--- config.mk ---
export PLATFORM = sky130hd
export DESIGN_NAME = dual_dac_ctrl
export DESIGN_NICKNAME = d
export VERILOG_FILES = /design/src/rtl/dual_dac_pkg.sv /design/src/rtl/dual_dac_sync.sv /design/src/rtl/dual_dac_shifter.sv /design/src/rtl/dual_dac_regs.sv /design/src/rtl/dual_dac_ctrl.sv
export SDC_FILE = /design/constraint.sdc
export NUM_CORES = 1
export LEC_CHECK = 0
export CAP_MARGIN = 40
export CORE_ASPECT_RATIO = 1.2
export CORE_MARGIN = 2
export CORE_UTILIZATION = 45
export CTS_CLUSTER_DIAMETER = 30
export DETAILED_ROUTE_END_ITERATION = 12
export MAX_ROUTING_LAYER = met4
export PLACE_DENSITY = 0.65
export SYNTH_ARGS = -nofsm -noshare
export SYNTH_HDL_FRONTEND = slang
export SYNTH_SLANG_ARGS = --single-unit
--- constraint.sdc ---
create_clock -name clk -period 3.04 [get_ports clk]
set_input_delay 0.608 -clock clk [delete_from_list [all_inputs] [get_ports clk]]
set_output_delay 0.608 -clock clk [all_outputs]
set_load 0.05 [all_outputs]
--- src/rtl/dual_dac_pkg.sv ---
package dual_dac_pkg;
  localparam int FRAME_W = 16;
  localparam int CODE_W  = 12;
  localparam int CMD_W   = 3;
  localparam int CNT_W   = $clog2(FRAME_W) + 1;

  typedef enum logic [CMD_W-1:0] {
    CMD_LD_A   = 3'd0,
    CMD_LD_B   = 3'd1,
    CMD_LDUP_A = 3'd2,
    CMD_LDUP_B = 3'd3,
    CMD_UPD    = 3'd4,
    CMD_UPO    = 3'd5,
    CMD_SHDN   = 3'd6,
    CMD_MISC   = 3'd7
  } cmd_e;

  typedef struct packed {
    cmd_e              cmd;
    logic [CODE_W-1:0] code;
    logic              sub;
  } frame_t;
endpackage

--- src/rtl/dual_dac_sync.sv ---
module dual_dac_sync #(
  parameter int              WIDTH   = 4,
  parameter int              STAGES  = 2,
  parameter logic [WIDTH-1:0] RST_VAL = '0
) (
  input  logic             clk,
  input  logic             rst_n,
  input  logic [WIDTH-1:0] d_i,
  output logic [WIDTH-1:0] q_o
);
  for (genvar g = 0; g < WIDTH; g++) begin : g_bit
    logic [STAGES-1:0] chain_q;
    logic [STAGES-1:0] chain_d;

    always_comb chain_d = {chain_q[STAGES-2:0], d_i[g]};

    always_ff @(posedge clk or negedge rst_n) begin
      if (!rst_n) chain_q <= {STAGES{RST_VAL[g]}};
      else        chain_q <= chain_d;
    end

    assign q_o[g] = chain_q[STAGES-1];
  end
endmodule

--- src/rtl/dual_dac_shifter.sv ---
module dual_dac_shifter
  import dual_dac_pkg::*;
(
  input  logic   clk,
  input  logic   rst_n,
  input  logic   sclk_s,
  input  logic   cs_n_s,
  input  logic   din_s,
  input  logic   mode1_i,
  output logic   frame_vld_o,
  output frame_t frame_o,
  output logic   dout_o
);
  logic               sclk_q, sclk_d;
  logic               cs_q, cs_d;
  logic [FRAME_W-1:0] sr_q, sr_d;
  logic [CNT_W-1:0]   cnt_q, cnt_d;
  logic               tail_q, tail_d;
  logic               sclk_rise, sclk_fall, cs_fall, cs_rise;

  always_comb begin
    sclk_rise = sclk_s & ~sclk_q;
    sclk_fall = ~sclk_s & sclk_q;
    cs_fall   = ~cs_n_s & cs_q;
    cs_rise   = cs_n_s & ~cs_q;
  end

  always_comb begin
    sclk_d = sclk_s;
    cs_d   = cs_n_s;
    sr_d   = sr_q;
    cnt_d  = cnt_q;
    tail_d = tail_q;
    if (cs_fall) cnt_d = '0;
    if (sclk_rise && !cs_n_s) begin
      sr_d = {sr_q[FRAME_W-2:0], din_s};
      if (cnt_q != CNT_W'(FRAME_W)) cnt_d = cnt_q + 1'b1;
    end
    if (sclk_fall && !cs_n_s) tail_d = sr_q[FRAME_W-1];
  end

  always_ff @(posedge clk or negedge rst_n) begin
    if (!rst_n) begin
      sclk_q <= 1'b0;
      cs_q   <= 1'b1;
      sr_q   <= '0;
      cnt_q  <= '0;
      tail_q <= 1'b0;
    end else begin
      sclk_q <= sclk_d;
      cs_q   <= cs_d;
      sr_q   <= sr_d;
      cnt_q  <= cnt_d;
      tail_q <= tail_d;
    end
  end

  assign frame_vld_o = cs_rise && (cnt_q == CNT_W'(FRAME_W));
  assign frame_o     = frame_t'(sr_q);
  assign dout_o      = mode1_i ? sr_q[FRAME_W-1] : tail_q;
endmodule

--- src/rtl/dual_dac_regs.sv ---
module dual_dac_regs
  import dual_dac_pkg::*;
(
  input  logic              clk,
  input  logic              rst_n,
  input  logic              frame_vld_i,
  input  frame_t            frame_i,
  input  logic              lock_n_s,
  output logic [CODE_W-1:0] dac_a_o,
  output logic [CODE_W-1:0] dac_b_o,
  output logic              shdn_o,
  output logic              upo_o,
  output logic              mode1_o
);
  logic [CODE_W-1:0] in_a_q, in_a_d, in_b_q, in_b_d;
  logic [CODE_W-1:0] dac_a_q, dac_a_d, dac_b_q, dac_b_d;
  logic              shdn_q, shdn_d, upo_q, upo_d, mode_q, mode_d;
  logic [CODE_W-1:0] code;

  assign code = frame_i.code;

  always_comb begin
    in_a_d  = in_a_q;
    in_b_d  = in_b_q;
    dac_a_d = dac_a_q;
    dac_b_d = dac_b_q;
    shdn_d  = shdn_q;
    upo_d   = upo_q;
    mode_d  = mode_q;
    if (frame_vld_i) begin
      unique case (frame_i.cmd)
        CMD_LD_A: in_a_d = code;
        CMD_LD_B: in_b_d = code;
        CMD_LDUP_A: begin
          in_a_d  = code;
          dac_a_d = code;
          dac_b_d = in_b_q;
        end
        CMD_LDUP_B: begin
          in_b_d  = code;
          dac_b_d = code;
          dac_a_d = in_a_q;
        end
        CMD_UPD: begin
          dac_a_d = in_a_q;
          dac_b_d = in_b_q;
        end
        CMD_UPO:  upo_d = code[CODE_W-1];
        CMD_SHDN: if (lock_n_s) shdn_d = code[CODE_W-1];
        CMD_MISC: if (code[CODE_W-1]) mode_d = code[CODE_W-2];
        default: ;
      endcase
    end
    if (!lock_n_s) shdn_d = 1'b0;
  end

  always_ff @(posedge clk or negedge rst_n) begin
    if (!rst_n) begin
      in_a_q  <= '0;
      in_b_q  <= '0;
      dac_a_q <= '0;
      dac_b_q <= '0;
      shdn_q  <= 1'b0;
      upo_q   <= 1'b0;
      mode_q  <= 1'b0;
    end else begin
      in_a_q  <= in_a_d;
      in_b_q  <= in_b_d;
      dac_a_q <= dac_a_d;
      dac_b_q <= dac_b_d;
      shdn_q  <= shdn_d;
      upo_q   <= upo_d;
      mode_q  <= mode_d;
    end
  end

  assign dac_a_o = dac_a_q;
  assign dac_b_o = dac_b_q;
  assign shdn_o  = shdn_q;
  assign upo_o   = upo_q;
  assign mode1_o = mode_q;
endmodule

--- src/rtl/dual_dac_ctrl.sv ---
module dual_dac_ctrl
  import dual_dac_pkg::*;
#(
  parameter int SYNC_STAGES = 2
) (
  input  logic              clk,
  input  logic              rst_n,
  input  logic              cs_n,
  input  logic              sclk,
  input  logic              din,
  input  logic              lock_n,
  output logic              dout,
  output logic [CODE_W-1:0] dac_a_o,
  output logic [CODE_W-1:0] dac_b_o,
  output logic              shdn_o,
  output logic              upo_o
);
  logic       rst_meta_q, rst_sync_n;
  logic [3:0] pins_s;
  logic       sclk_s, cs_n_s, din_s, lock_s;
  logic       frame_vld, mode1;
  frame_t     frame;

  // Reset asserts at once and is released on a clock edge.
  always_ff @(posedge clk or negedge rst_n) begin
    if (!rst_n) begin
      rst_meta_q <= 1'b0;
      rst_sync_n <= 1'b0;
    end else begin
      rst_meta_q <= 1'b1;
      rst_sync_n <= rst_meta_q;
    end
  end

  dual_dac_sync #(
    .WIDTH  (4),
    .STAGES (SYNC_STAGES),
    .RST_VAL(4'b1010)
  ) u_sync (
    .clk  (clk),
    .rst_n(rst_sync_n),
    .d_i  ({lock_n, sclk, cs_n, din}),
    .q_o  (pins_s)
  );

  assign {lock_s, sclk_s, cs_n_s, din_s} = pins_s;

  dual_dac_shifter u_shift (
    .clk        (clk),
    .rst_n      (rst_sync_n),
    .sclk_s     (sclk_s),
    .cs_n_s     (cs_n_s),
    .din_s      (din_s),
    .mode1_i    (mode1),
    .frame_vld_o(frame_vld),
    .frame_o    (frame),
    .dout_o     (dout)
  );

  dual_dac_regs u_regs (
    .clk        (clk),
    .rst_n      (rst_sync_n),
    .frame_vld_i(frame_vld),
    .frame_i    (frame),
    .lock_n_s   (lock_s),
    .dac_a_o    (dac_a_o),
    .dac_b_o    (dac_b_o),
    .shdn_o     (shdn_o),
    .upo_o      (upo_o),
    .mode1_o    (mode1)
  );
endmodule

==> summary.txt <==
STA
  – Hold Fails Final Rpt: 0
  – RSZ-0062 raised after global routing: false
  – Post-Route Setup TNS: 0 ns
  – Worst-Margin Slew: about 0.68 ns
  – Slew Limit Fails: 0
  – Final min period: approximately 2.6 ns
  – Max Clock Freq: 0.3891 GHz
  – WHS: between 0.2 and 0.3 ns
  – Final setup vio count: 0
  – Slew HR: about 55%
  – Tcrit/Tclk final: 84.54%
  – Layout Skew: between 0.01 and 0.015 ns

Power
  – PwrDens: roughly 550 mW/mm^2
  – Total power: 2.287 mW
  – VDD IR max: approximately 0.31 mV
  – Leakage: approximately 2.0 nW

Logic synthesis
  – Post-synthesis mux area share: between 10% and 20%
  – Synth Area in Compound Gates: between 4 and 5%
  – Area leader, netlist: dfrtp_1
  – Top FF cell, synth: dfrtp_1
  – Yosys Warn Count: 0
  – Cell Area, Synth: roughly 0.0035 mm^2
  – Synth top area cells: dfrtp_1 58%, mux2_2 9.1%, nand2_1 8.5%
  – Sequential cell area fraction in the yosys report: between 60% and 70%
  – Synth top area share: just under 60%
  – Synth Instances: roughly 300
  – Synth Area in XOR/XNOR: less than 1%
  – Syn Area/Cell: approximately 12 um^2
  – Post-synthesis adder-cell area fraction: less than 1%
  – Mapped Nets: roughly 300
  – Post-synth EDFFs: 0
  – Synth unique cells: 33
  – Largest family of logic cells by synthesized area: multiplexers
  – Post-synth ARST share: 100.0%
  – FF+latch count, synth: 85
  – Simple-gate share of the synthesized area: 13.20%

Critical path
  – Arr. time, crit path: about 2 ns
  – CP max FO: 11
  – CP endpoint kind: output port
  – Worst Path Required: around 2.4 ns
  – Crit start category: register
  – CP Class: reg2out

Finish
  – Filler Cell Count: 643
  – Nets: 336
  – Share of cells above drive strength 1: 18.02%
  – Most frequent cells in the layout: 79 x nand2_1, 79 x dfrtp_1, 32 x clkdlybuf4s50_1, 28 x o21ai_0, 28 x mux2_2
  – Design Area, Final: roughly 0.0041 mm^2
  – Synthesis-to-finish area growth: 19.26%
  – Antenna Cells: 0

Clock network
  – Clock transition at the registers of the reported paths: roughly 0.09 ns
  – Clock buffer depth: 2
  – CTS root buffer: clkbuf_8
  – Number of H-tree levels: 3
  – Worst skew pair latency: ~0.35 ns
  – CTS sink count: 85
  – CTS tree: yes
  – Hold Buf Count CTS: 0
  – CTS buffer count: 9
  – Setup bufs post-CTS: 0
  – Post-cts sizing count: 0

Placed design
  – Number of I/O port buffers: 32
  – Post-DP HPWL: 3777 um
  – Routability cong.: roughly 0.8
  – Area of placed instances: approximately 0.004 mm^2

Floorplanning
  – Io pins: 33
  – Core area: 0.007576 mm^2
  – Initial Utilization: between 40% and 50%
  – Die area: 0.008428 mm^2
  – Standard-cell rows: 35
  – Die Ht: between 100 and 150 um
  – Die width: approximately 84 um

Global routing
  – Initial antenna violation count: 0
  – Largest net degree at the start of global routing: about 50
  – Global-route wire length before repair: approximately 10000 um
  – Total grt overflow: 0
  – Vias in the first global route: roughly 2100
  – Gr usage total: 15.95%

Routing
  – Remaining antenna violation count: 0
  – DR iter-0 viols: 144
  – Via density: ~5.1
  – Via count: approximately 2200
  – DRC: 0
  – DRT Wirelength: 5765 um
  – Drt pass-1 iters: 5
  – Wirelength per Cell: 13.56 um

Hold path
  – Hold/Removal Path Class: reg2async

Status
  – Status: complete, no violations

Run
  – Max_cap viols: 0
==> final cells by class <==
class	count	area, um^2	share of cell area (%)
tap	92	115.1	2.783
multi-input combinational	192	1246	30.13
timing repair buffer	37	377.9	9.135
inverter	3	11.26	0.2722
clock buffer	11	141.4	3.418
clock inverter	5	107.6	2.601
sequential	85	2137	51.66
==> metrics by stage <==
step	setup WS [ns]	utilization, %	cells
floorplan	0.5060	-	296
global placement	0.8469	50.95	408
detailed placement	0.7708	51.31	409
CTS	0.4535	54.60	425
global route	0.3967	54.60	425
finish	0.4699	54.60	425
==> worst max-delay path: stages (launching register included) <==
cell             delay, ns
dfrtp_1               0.59
mux2_2                0.23
clkdlybuf4s50_1       0.79
==> Yosys cell counts (all sizes together), types with 3 or more instances <==
cell type   n
clkbuf      5
mux2i      25
nor3b       4
nor2        5
o21ai      30
nand2      79
inv         3
dfrtp      80
buf        11
dfstp       5
mux2       28
==> path summary, 6_finish.rpt <==
path	start	endpoint	slack (ns)	depth (start not counted)
max	u_shift.frame_o[15]	dout	0.47	2
min	rst_sync_n	u_regs.shdn_o	0.29	0
max reg2reg	u_shift.cnt_q[0]	u_regs.in_a_q[10]	0.77	6
min reg2reg	rst_sync_n	u_regs.shdn_o	0.29	0
max in group asynchronous	rst_sync_n	u_regs.dac_a_o[7]	2.16	1
min in group clk	rst_meta_q	rst_sync_n	0.35	0
==> flip-flops by register name (all words and copies together) (netlist names) <==
signal and count:
u_regs.in_a_q 12, u_sync.g_bit.chain_q 8, u_regs.dac_b_o 12, u_shift.tail_q 1
rst_meta_q 1, u_regs.dac_a_o 12, u_shift.sclk_q 1, u_shift.frame_o 16
u_regs.upo_o 1, rst_sync_n 1, u_regs.mode1_o 1, u_regs.in_b_q 12
u_shift.cnt_q 5, u_shift.cs_q 1, u_regs.shdn_o 1
==> where the power goes <==
group          internal, mW  total (mW)  switching, mW
clock network         0.571       0.963          0.392
registers              1.17        1.23         0.0571
logic                0.0433      0.0960         0.0527
total                  1.79        2.29          0.502
==> cells by family (layout without fill, tap and decap cells) <==
logic type,Yosys count,count (layout)
AND/OR/NAND/NOR,101,101
flip-flops,85,85
multiplexers,53,53
AO/OA/AOI/OAI,33,33
buffers and inverters,19,56
adder cells (fa/ha/maj),2,2
XOR/XNOR,2,2
other,1,1
==> routing by layer <==
layer / track usage [%] / wire length, um
met5: - / 0
met4: 8.561 / 127
met3: 3.289 / 167
met2: 23.20 / 2678
met1: 21.18 / 2791
Note: power is estimated with default switching activity, not from simulation.
